==> config.mk <==
export PLATFORM = sky130hd
export DESIGN_NAME = sprite_raster_top
export DESIGN_NICKNAME = d
export VERILOG_FILES = /design/src/rtl/spr_pkg.sv /design/src/rtl/spr_cmd_decode.sv /design/src/rtl/spr_fifo.sv /design/src/rtl/spr_scan.sv /design/src/rtl/sprite_raster_top.sv
export SDC_FILE = /design/constraint.sdc
export NUM_CORES = 1
export LEC_CHECK = 0
export ABC_AREA = 1
export BUFFER_PORTS_ARGS = -buffer_cell sky130_fd_sc_hd__clkbuf_2
export CORE_ASPECT_RATIO = 0.9
export CORE_UTILIZATION = 55
export CTS_CLUSTER_DIAMETER = 40
export DETAILED_ROUTE_END_ITERATION = 8
export PLACE_DENSITY = 0.8
export SLEW_MARGIN = 30
export SYNTH_ARGS = -nofsm -noshare
export SYNTH_HDL_FRONTEND = slang
export SYNTH_SLANG_ARGS = --single-unit
==> constraint.sdc <==
create_clock -name clk -period 6.1 [get_ports clk]
set_input_delay 0.61 -clock clk [delete_from_list [all_inputs] [get_ports clk]]
set_output_delay 0.61 -clock clk [all_outputs]
set_load 0.01 [all_outputs]
==> src/rtl/spr_pkg.sv <==
package spr_pkg;

    localparam int COORD_W = 12;
    localparam int BASE_W  = 9;
    localparam int WIDTH_W = 6;
    localparam int COLOR_W = 32;

    localparam logic [7:0] REG_PRIM   = 8'h00;
    localparam logic [7:0] REG_COLOR  = 8'h01;
    localparam logic [7:0] REG_VERTEX = 8'h05;
    localparam logic [7:0] REG_FRAME  = 8'h4C;

    localparam logic [2:0] PRIM_SPRITE = 3'd6;

    typedef struct packed {
        logic [COORD_W-1:0] xa;
        logic [COORD_W-1:0] ya;
        logic [COORD_W-1:0] xb;
        logic [COORD_W-1:0] yb;
        logic [COLOR_W-1:0] color;
        logic [BASE_W-1:0]  base;
        logic [WIDTH_W-1:0] width;
    } sprite_t;

endpackage

==> src/rtl/spr_cmd_decode.sv <==
module spr_cmd_decode
    import spr_pkg::*;
(
    input  logic        clk,
    input  logic        rst_n,
    input  logic        cmd_valid,
    input  logic [7:0]  cmd_reg,
    input  logic [63:0] cmd_data,
    input  logic        q_full,
    output logic        push,
    output sprite_t     push_spr,
    output logic        overflow
);

    typedef struct packed {
        logic [2:0]         prim;
        logic [COLOR_W-1:0] color;
        logic [BASE_W-1:0]  base;
        logic [WIDTH_W-1:0] width;
        logic [COORD_W-1:0] vx;
        logic [COORD_W-1:0] vy;
        logic               half;
        logic               ovf;
    } dec_t;

    dec_t st_d, st_q;

    always_comb begin
        st_d = st_q;
        push = 1'b0;
        push_spr.xa    = st_q.vx;
        push_spr.ya    = st_q.vy;
        push_spr.xb    = cmd_data[15:4];
        push_spr.yb    = cmd_data[31:20];
        push_spr.color = st_q.color;
        push_spr.base  = st_q.base;
        push_spr.width = st_q.width;
        if (cmd_valid) begin
            case (cmd_reg)
                REG_PRIM: begin
                    st_d.prim = cmd_data[2:0];
                    st_d.half = 1'b0;
                end
                REG_COLOR: st_d.color = cmd_data[31:0];
                REG_FRAME: begin
                    st_d.base  = cmd_data[8:0];
                    st_d.width = cmd_data[21:16];
                end
                REG_VERTEX: begin
                    if (st_q.prim == PRIM_SPRITE) begin
                        if (!st_q.half) begin
                            st_d.vx   = cmd_data[15:4];
                            st_d.vy   = cmd_data[31:20];
                            st_d.half = 1'b1;
                        end else begin
                            st_d.half = 1'b0;
                            if (q_full) st_d.ovf = 1'b1;
                            else        push     = 1'b1;
                        end
                    end
                end
                default: ;
            endcase
        end
    end

    always_ff @(posedge clk) begin
        if (!rst_n) st_q <= '0;
        else        st_q <= st_d;
    end

    assign overflow = st_q.ovf;

    AST_OVF_STICKY: assert property (@(posedge clk) disable iff (!rst_n)
        st_q.ovf |=> st_q.ovf);

endmodule

==> src/rtl/spr_fifo.sv <==
module spr_fifo
    import spr_pkg::*;
#(
    parameter int DEPTH = 2
) (
    input  logic    clk,
    input  logic    rst_n,
    input  logic    push,
    input  sprite_t din,
    input  logic    pop,
    output sprite_t dout,
    output logic    full,
    output logic    empty
);

    localparam int PTR_W = (DEPTH > 1) ? $clog2(DEPTH) : 1;
    localparam int CNT_W = $clog2(DEPTH + 1);

    typedef struct packed {
        sprite_t [DEPTH-1:0] mem;
        logic [PTR_W-1:0]    wr;
        logic [PTR_W-1:0]    rd;
        logic [CNT_W-1:0]    cnt;
    } fifo_t;

    fifo_t st_d, st_q;

    always_comb begin
        st_d = st_q;
        if (push) begin
            st_d.mem[st_q.wr] = din;
            st_d.wr = (st_q.wr == PTR_W'(DEPTH - 1)) ? '0 : st_q.wr + 1'b1;
        end
        if (pop) begin
            st_d.rd = (st_q.rd == PTR_W'(DEPTH - 1)) ? '0 : st_q.rd + 1'b1;
        end
        st_d.cnt = st_q.cnt + CNT_W'(push) - CNT_W'(pop);
    end

    always_ff @(posedge clk) begin
        if (!rst_n) st_q <= '0;
        else        st_q <= st_d;
    end

    assign dout  = st_q.mem[st_q.rd];
    assign full  = (st_q.cnt == CNT_W'(DEPTH));
    assign empty = (st_q.cnt == '0);

    AST_FIFO_BOUND: assert property (@(posedge clk) disable iff (!rst_n)
        st_q.cnt <= CNT_W'(DEPTH));
    AST_NO_POP_EMPTY: assert property (@(posedge clk) disable iff (!rst_n)
        pop |-> !empty);

endmodule

==> src/rtl/spr_scan.sv <==
module spr_scan
    import spr_pkg::*;
#(
    parameter int ADDR_W     = 32,
    parameter int BASE_SHIFT = 13,
    parameter int CNT_W      = 32
) (
    input  logic              clk,
    input  logic              rst_n,
    input  logic              q_empty,
    input  sprite_t           head,
    output logic              pop,
    output logic              px_valid,
    output logic [ADDR_W-1:0] px_addr,
    output logic [31:0]       px_data,
    output logic [3:0]        px_be,
    output logic              busy,
    output logic [CNT_W-1:0]  px_count
);

    localparam int ROW_SHIFT = 6;
    localparam int BYTE_SHIFT = 2;

    typedef struct packed {
        logic               active;
        logic [COORD_W-1:0] x;
        logic [COORD_W-1:0] y;
        logic [COORD_W-1:0] xmin;
        logic [COORD_W-1:0] xmax;
        logic [COORD_W-1:0] ymax;
        logic [COLOR_W-1:0] color;
        logic [BASE_W-1:0]  base;
        logic [WIDTH_W-1:0] width;
        logic [CNT_W-1:0]   cnt;
    } scan_t;

    scan_t st_d, st_q;

    logic [ADDR_W-1:0] row_pix;
    logic [ADDR_W-1:0] pix_idx;

    always_comb begin
        st_d = st_q;
        pop  = 1'b0;
        if (!st_q.active) begin
            if (!q_empty) begin
                pop         = 1'b1;
                st_d.active = 1'b1;
                st_d.xmin   = (head.xa < head.xb) ? head.xa : head.xb;
                st_d.xmax   = (head.xa < head.xb) ? head.xb : head.xa;
                st_d.ymax   = (head.ya < head.yb) ? head.yb : head.ya;
                st_d.x      = st_d.xmin;
                st_d.y      = (head.ya < head.yb) ? head.ya : head.yb;
                st_d.color  = head.color;
                st_d.base   = head.base;
                st_d.width  = head.width;
            end
        end else begin
            st_d.cnt = st_q.cnt + 1'b1;
            if (st_q.x == st_q.xmax) begin
                st_d.x = st_q.xmin;
                if (st_q.y == st_q.ymax) st_d.active = 1'b0;
                else                     st_d.y = st_q.y + 1'b1;
            end else begin
                st_d.x = st_q.x + 1'b1;
            end
        end
    end

    always_ff @(posedge clk) begin
        if (!rst_n) st_q <= '0;
        else        st_q <= st_d;
    end

    assign row_pix  = ADDR_W'(st_q.y) * (ADDR_W'(st_q.width) << ROW_SHIFT);
    assign pix_idx  = row_pix + ADDR_W'(st_q.x);
    assign px_addr  = (ADDR_W'(st_q.base) << BASE_SHIFT) + (pix_idx << BYTE_SHIFT);
    assign px_valid = st_q.active;
    assign busy     = st_q.active;
    assign px_data  = st_q.color;
    assign px_be    = 4'hF;
    assign px_count = st_q.cnt;

    AST_COUNT_STEP: assert property (@(posedge clk) disable iff (!rst_n)
        px_valid |=> px_count == $past(px_count) + 1'b1);
    AST_COUNT_HOLD: assert property (@(posedge clk) disable iff (!rst_n)
        !px_valid |=> $stable(px_count));
    AST_ROW_STEP: assert property (@(posedge clk) disable iff (!rst_n)
        (px_valid && st_q.x != st_q.xmax) |=> (px_valid && px_addr == $past(px_addr) + 4));
    AST_IN_BOX: assert property (@(posedge clk) disable iff (!rst_n)
        px_valid |-> (st_q.x >= st_q.xmin && st_q.x <= st_q.xmax && st_q.y <= st_q.ymax));
    AST_BUSY_FALL: assert property (@(posedge clk) disable iff (!rst_n)
        $fell(busy) |-> $past(st_q.x == st_q.xmax && st_q.y == st_q.ymax));

endmodule

==> src/rtl/sprite_raster_top.sv <==
module sprite_raster_top
    import spr_pkg::*;
#(
    parameter int ADDR_W     = 32,
    parameter int FIFO_DEPTH = 2,
    parameter int BASE_SHIFT = 13,
    parameter int CNT_W      = 32
) (
    input  logic              clk,
    input  logic              rst_n,
    input  logic              cmd_valid,
    input  logic [7:0]        cmd_reg,
    input  logic [63:0]       cmd_data,
    output logic              px_valid,
    output logic [ADDR_W-1:0] px_addr,
    output logic [31:0]       px_data,
    output logic [3:0]        px_be,
    output logic              busy,
    output logic              overflow,
    output logic [CNT_W-1:0]  px_count
);

    logic    push, pop, q_full, q_empty;
    sprite_t push_spr, head;

    spr_cmd_decode i_dec (
        .clk      (clk),
        .rst_n    (rst_n),
        .cmd_valid(cmd_valid),
        .cmd_reg  (cmd_reg),
        .cmd_data (cmd_data),
        .q_full   (q_full),
        .push     (push),
        .push_spr (push_spr),
        .overflow (overflow)
    );

    spr_fifo #(.DEPTH(FIFO_DEPTH)) i_fifo (
        .clk  (clk),
        .rst_n(rst_n),
        .push (push),
        .din  (push_spr),
        .pop  (pop),
        .dout (head),
        .full (q_full),
        .empty(q_empty)
    );

    spr_scan #(
        .ADDR_W    (ADDR_W),
        .BASE_SHIFT(BASE_SHIFT),
        .CNT_W     (CNT_W)
    ) i_scan (
        .clk     (clk),
        .rst_n   (rst_n),
        .q_empty (q_empty),
        .head    (head),
        .pop     (pop),
        .px_valid(px_valid),
        .px_addr (px_addr),
        .px_data (px_data),
        .px_be   (px_be),
        .busy    (busy),
        .px_count(px_count)
    );

    AST_NO_PUSH_FULL: assert property (@(posedge clk) disable iff (!rst_n)
        push |-> !q_full);

endmodule

# Yosys cells after proc, flatten, opt, wreduce, memory -nomap -nowiden

Cells that the tools add are included.

$add $sub $neg: 9
Divide/modulo/power cells: 0
Bitwise logic cells: 3
Order comparisons: 5
Reductions and logical operators: 12
Equal/unequal tests: 11
Multiplexer cells: 30
$mul: 1
Shift operators: 0

Operators by type and width:

| kind                  | count |
|---|---|
| $mux 95               | 3 |
| $bwmux 190            | 1 |
| $mux 108              | 1 |
| $demux 95 s1          | 1 |
| $mux 12               | 7 |
| $add 22x32->32        | 1 |
| $add 32x1->32 const B | 1 |
| $add 30x12->30        | 1 |
| $mux 25               | 1 |
| $add 12x1->12 const B | 2 |
| $eq 12x12->1          | 2 |
| $lt 12x12->1          | 2 |
| $mul 12x6->18         | 1 |
| $mux 1                | 14 |
| $eq 8x1->1 const B    | 1 |
| $eq 8x3->1 const B    | 1 |
| $eq 8x7->1 const B    | 1 |
| $logic_not 8->1       | 1 |
| $reduce_and 2->1      | 4 |
| $ne 2x2->1 const B    | 3 |
| $reduce_and 3->1      | 2 |
| $reduce_and 5->1      | 1 |
| $lt 1x2->1 const B    | 2 |
| $reduce_and 4->1      | 1 |
| other kinds (13)      | 16 |

Output and inout port bits: 103
Input port bits: 75
Flip-flop bits (word level): 410
Memories: 0
ROM bits: 0
Bits in latches: 0
Bits in writable memories: 0
Logic and storage cells: 106

# Longest topological paths before layout

Word-level depth: 8
Gate-level depth with buffers: 33
Depth with buffers taken out: 32

# Cells and area by module

A second synthesis with hierarchy kept.

Cell total of the unflattened synthesis: 3116
Area total of the unflattened synthesis: 22748.1 um^2

By module, submodules not included:

| module         | times used | cells each | area each (um^2) | seq. area each (um^2) |
|---|---|---|---|---|
| spr_scan       | 1          | 1692       | 11287.1          | 2802.7 |
| spr_fifo       | 1          | 959        | 7837.5           | 3883.7 |
| spr_cmd_decode | 1          | 465        | 3623.5           | 1521.5 |

# Least setup slack after synthesis

OpenSTA, ideal clock, no wires.

Path kind: reg2out
Start: register i_scan.st_q[37] in the netlist's numbering
End: output px_addr[25]
Path buffers: 1
Data arrival time: 5.173 ns
Data required time: 5.490 ns
Path slack: 0.317 ns
Stages on the path, launching flop included: 29
Cell sequence: dfxtp_1 -> clkbuf_1 -> nand2_1 -> fa_1 -> fa_1 -> fa_1 -> inv_1 -> ha_1 -> xor2_1 -> ha_1 -> nand2_1 -> nor3b_1 -> nand3b_1 -> nand2_1 -> nor2_2 -> nand2_2 -> xor2_1 -> ha_1 -> nand2_1 -> inv_1 -> nand4_1 -> o211ai_1 -> nand2_1 -> nand2_1 -> nand3_1 -> nor2_1 -> nand2_1 -> nand2_1 -> nand2_1

Word-level cells in the longest chain between the ends: 3

Ends and longest elaborated chain:

| what                   | RTL line                | text |
|---|---|---|
| start, declared        | spr_scan.sv:37          | `scan_t st_d, st_q;` |
| start signal, assigned | spr_scan.sv:72          | `else st_q <= st_d;` |
| $mul 12x6->18          | spr_scan.sv:75          | `assign row_pix = ADDR_W'(st_q.y) * (ADDR_W'(st_q.width) << ROW_SHIFT);` |
| $add 30x12->30         | spr_scan.sv:76          | `assign pix_idx = row_pix + ADDR_W'(st_q.x);` |
| $add 22x32->32         | spr_scan.sv:77          | `assign px_addr = (ADDR_W'(st_q.base) << BASE_SHIFT) + (pix_idx << BYTE_SHIFT);` |
| end, declared          | sprite_raster_top.sv:15 | `output logic [ADDR_W-1:0] px_addr,` |

Every way passes these cells.

# Worst setup path in the final report

Start: register i_scan.st_q[32] in the netlist's numbering
End: output px_addr[25]

Same word-level chain as after synthesis.

==> results.md <==
- Clk sinks: 410
- Crit. path cell count: 30
- Yosys top cell area share: 38.3%
- Inserted Clock Buffers: 49
- Largest net degree at the start of global routing: 135
- Crit-path leading delay family: adder cells
- CP Data Arrival Time: 5.60 ns
- CTS tree: yes
- Warnings, synthesis: 0
- Layout Nets: 3082
- Post-synth EDFFs: 0
- Part of the power in combinational logic: 1.7%
- Failing checks: negative setup slack
- Syn Std Cell Area: 21400 µm²
- Initial core utilization: 55.8%
- Tot GR Track Use: 26.7%
- First-pass GRT wire length: 87.5 mm
- Worst Path Max Fanout: 5
- Pwr per Cell Area: 236 nW/µm²
- Sequential cell area: 8230 µm²
- Post-synth top area cell: dfxtp_1
- Final-report max-slew violation count: 0
- Commonest cells post-synth: 488 x nand2_1, 410 x dfxtp_1, 392 x a21oi_1
- Largest cells by area after synthesis: dfxtp_1 38%, a21oi_1 9.2%, o21ai_0 8.7%, nand2_1 8.6%, inv_1 6.5%
- Ant diodes: 0
- Clk root buf: clkbuf_16
- Setup ws final: -0.107 ns
- Net Sw Frac: 22.4%
- Critical path buffers and inverters: 5
- Clk pin slew, worst setup/hold paths: 0.06 ns
- Share of total power in the clock network: 50.9%
- Area of the multi-input gates: 10800 µm²
- Die area: 39700 µm²
- Antenna Nets Post-Route: 0
- Utilization after layout: 62.5%
- Fillers: 3271
- Via count: 18900
- Wire per inst: 15.7 µm
- Internal power: 0.00439 W
- Via density: 5.48
- CP Capture Type: output pin
- Clk buf depth: 3
- Post-Synthesis Cells: 2896
- Yosys cell types: 45
- Routability cong.: 0.916
- Total gr overflow: 0
- R2R cell count: 9
- Hold_ws: 0.281 ns
- Max-slew headroom: 38.0%
- WHS Path Cells: 3
- FMAX: 161 MHz
- Initial antenna violation count: 0
- Outcome: finished, violations left
- Final Cycle Share: 102%
- Slowest stage delay, CP: 0.54 ns
- Hold Vio Cnt, Final: 0
- Port Buffer Count: 134
- # DRC: 0
- Post-Route WL: 54.2 mm
- Share of cells above drive strength 1: 13.1%
- H-Tree Depth: 2
- Clk_lat worst skew: 0.60 ns
- Core area: 38400 µm²
- Synth Register Bits: 410
- Die height: 189 µm
- Total chip power: 0.00565 W
- Area grow syn2layout: 11.9%
- Startpoint Class: flip-flop
- RSZ-0062 raised after global routing: yes
- Syn_area_per_cell: 7.39 µm²
- Vias in the first global route: 17700
- Worst vdd ir: 286 µV
- Sequential Power Share: 47.3%
- Drt first pass iters: 5
- Kind of critical path: flip-flop to output pin
- Most common cell in the netlist: nand2_1
- Die W: 210 µm
- P_leak: 10.4 nW
- Dpl hpwl: 36.7 mm
- Async set-reset flop share out of synthesis: 0%
- Maxcap violations: 0
- Switching pwr: 0.00127 W
- Sequential area share after synthesis: 38.3%
- Class of the worst hold path: primary input to flip-flop
- Worst path slowest cell: fa_1
- Clock Skews: 0.0294 ns
- Ys flop type: dfxtp_1
- CP Data Required Time: 5.49 ns
- Row count: 68
- Setup violators final: 3
- Number of I/O pins: 178
- Slew @ Worst Pin: 0.931 ns
- Tmin final: 6.21 ns
- Starting DRT DRC Count: 1418
==> power by group through the flow <==
stage	Sequential, W	Clock, W	Combinational [W]
after floorplan	0.00274	0	0.0000599
after global placement	0.00274	0	0.0000921
after detailed placement	0.00274	0	0.0000946
after CTS	0.00268	0.00292	0.0000951
after global routing	0.00268	0.00303	0.000106
final	0.00268	0.00288	0.0000974
==> repair_timing <==
| action | 4_1_cts | 5_1_grt |
|---|---|---|
| setup buffers | 9 | 20 |
| resized for setup | 46 | 57 |
| hold buffers | 0 | 0 |
| setup endpoints to repair | 9 | 8 |
| pin swaps | 22 | 38 |
==> stage by stage <==
step	std cells	setup WS, ns	TNS [ns]	cell area (µm²)
2_1_floorplan	2905	0.317	0	21400
3_3_place_gp	3341	0.109	0	21700
3_5_place_dp	3343	-0.0139	-0.0139	21700
4_1_cts	3438	-0.0962	-0.178	23600
5_1_grt	3456	-0.417	-1.72	24000
6_report	3456	-0.107	-0.199	24000
==> worst paths after layout <==
check	from	to	slack, ns
setup / recovery	i_scan.st_q[32]	px_addr[25]	-0.11
hold / removal	cmd_data[19]	i_dec.push_spr[3]	0.28
setup reg to reg	i_fifo.st_q[2]	i_scan.st_q[119]	2.54
hold reg to reg	i_scan.st_q[108]	i_scan.st_q[108]	0.46
==> worst min-delay path, cell delays in order <==
cell      delay (ns)
clkbuf_2        0.10
inv_1           0.06
a211oi_1        0.06
==> flip-flops by register name, indices dropped and copies added (netlist names) <==
name and count:
i_fifo.st_q 194, i_scan.st_q 75, i_dec.push_spr 71, i_scan.px_count 32, i_scan.px_data 32, i_dec.st_q 4
i_dec.overflow 1, i_scan.busy 1
==> cell families after synthesis <==
kind of cell	count (synthesis)	share of synthesized area, %
AND/OR/NAND/NOR	773	15.2
AO/OA/AOI/OAI	870	21.1
adder cells (fa/ha/maj)	111	7.99
multiplexers	44	2.06
other	2	0.0351
buffers and inverters	632	13.1
XOR/XNOR	54	2.21
flip-flops	410	38.3
==> routing by layer <==
| layer | routed length (µm) | part of all wire, % | up-vias | GRT usage [%] |
|---|---|---|---|---|
| li1 | - | - | 9393 | - |
| met1 | 23400 | 43 | 8873 | 34.9 |
| met2 | 26100 | 48 | 568 | 44.9 |
| met3 | 3280 | 6.0 | 104 | 4.25 |
| met4 | 1450 | 2.7 | 0 | 9.04 |
| met5 | 0 | 0 | - | 0 |
==> cell usage in the layout (no fill, tap or decap), types with 23 or more instances in the layout <==
cell type / instances
a21oi_1: 385
a31oi_1: 55
buf_4: 45
clkbuf_16: 50
clkbuf_2: 127
dfxtp_1: 399
fa_1: 40
ha_1: 56
inv_1: 364
mux2i_1: 44
nand2_1: 472
nand2_2: 24
nand3_1: 69
nor2_1: 119
nor3_1: 23
o21ai_0: 373
xor2_1: 31
==> final cells by class <==
type | instances | share of cell area, %
Inverter | 377 | 5.92
Clock buffer | 58 | 5.47
Sequential cell | 410 | 34.4
Multi-Input combinational cell | 1863 | 45.1
Clock inverter | 28 | 1.24
Timing Repair Buffer | 195 | 5.19
Tap cell | 525 | 2.74
Power figures use the tool's default switching activity.
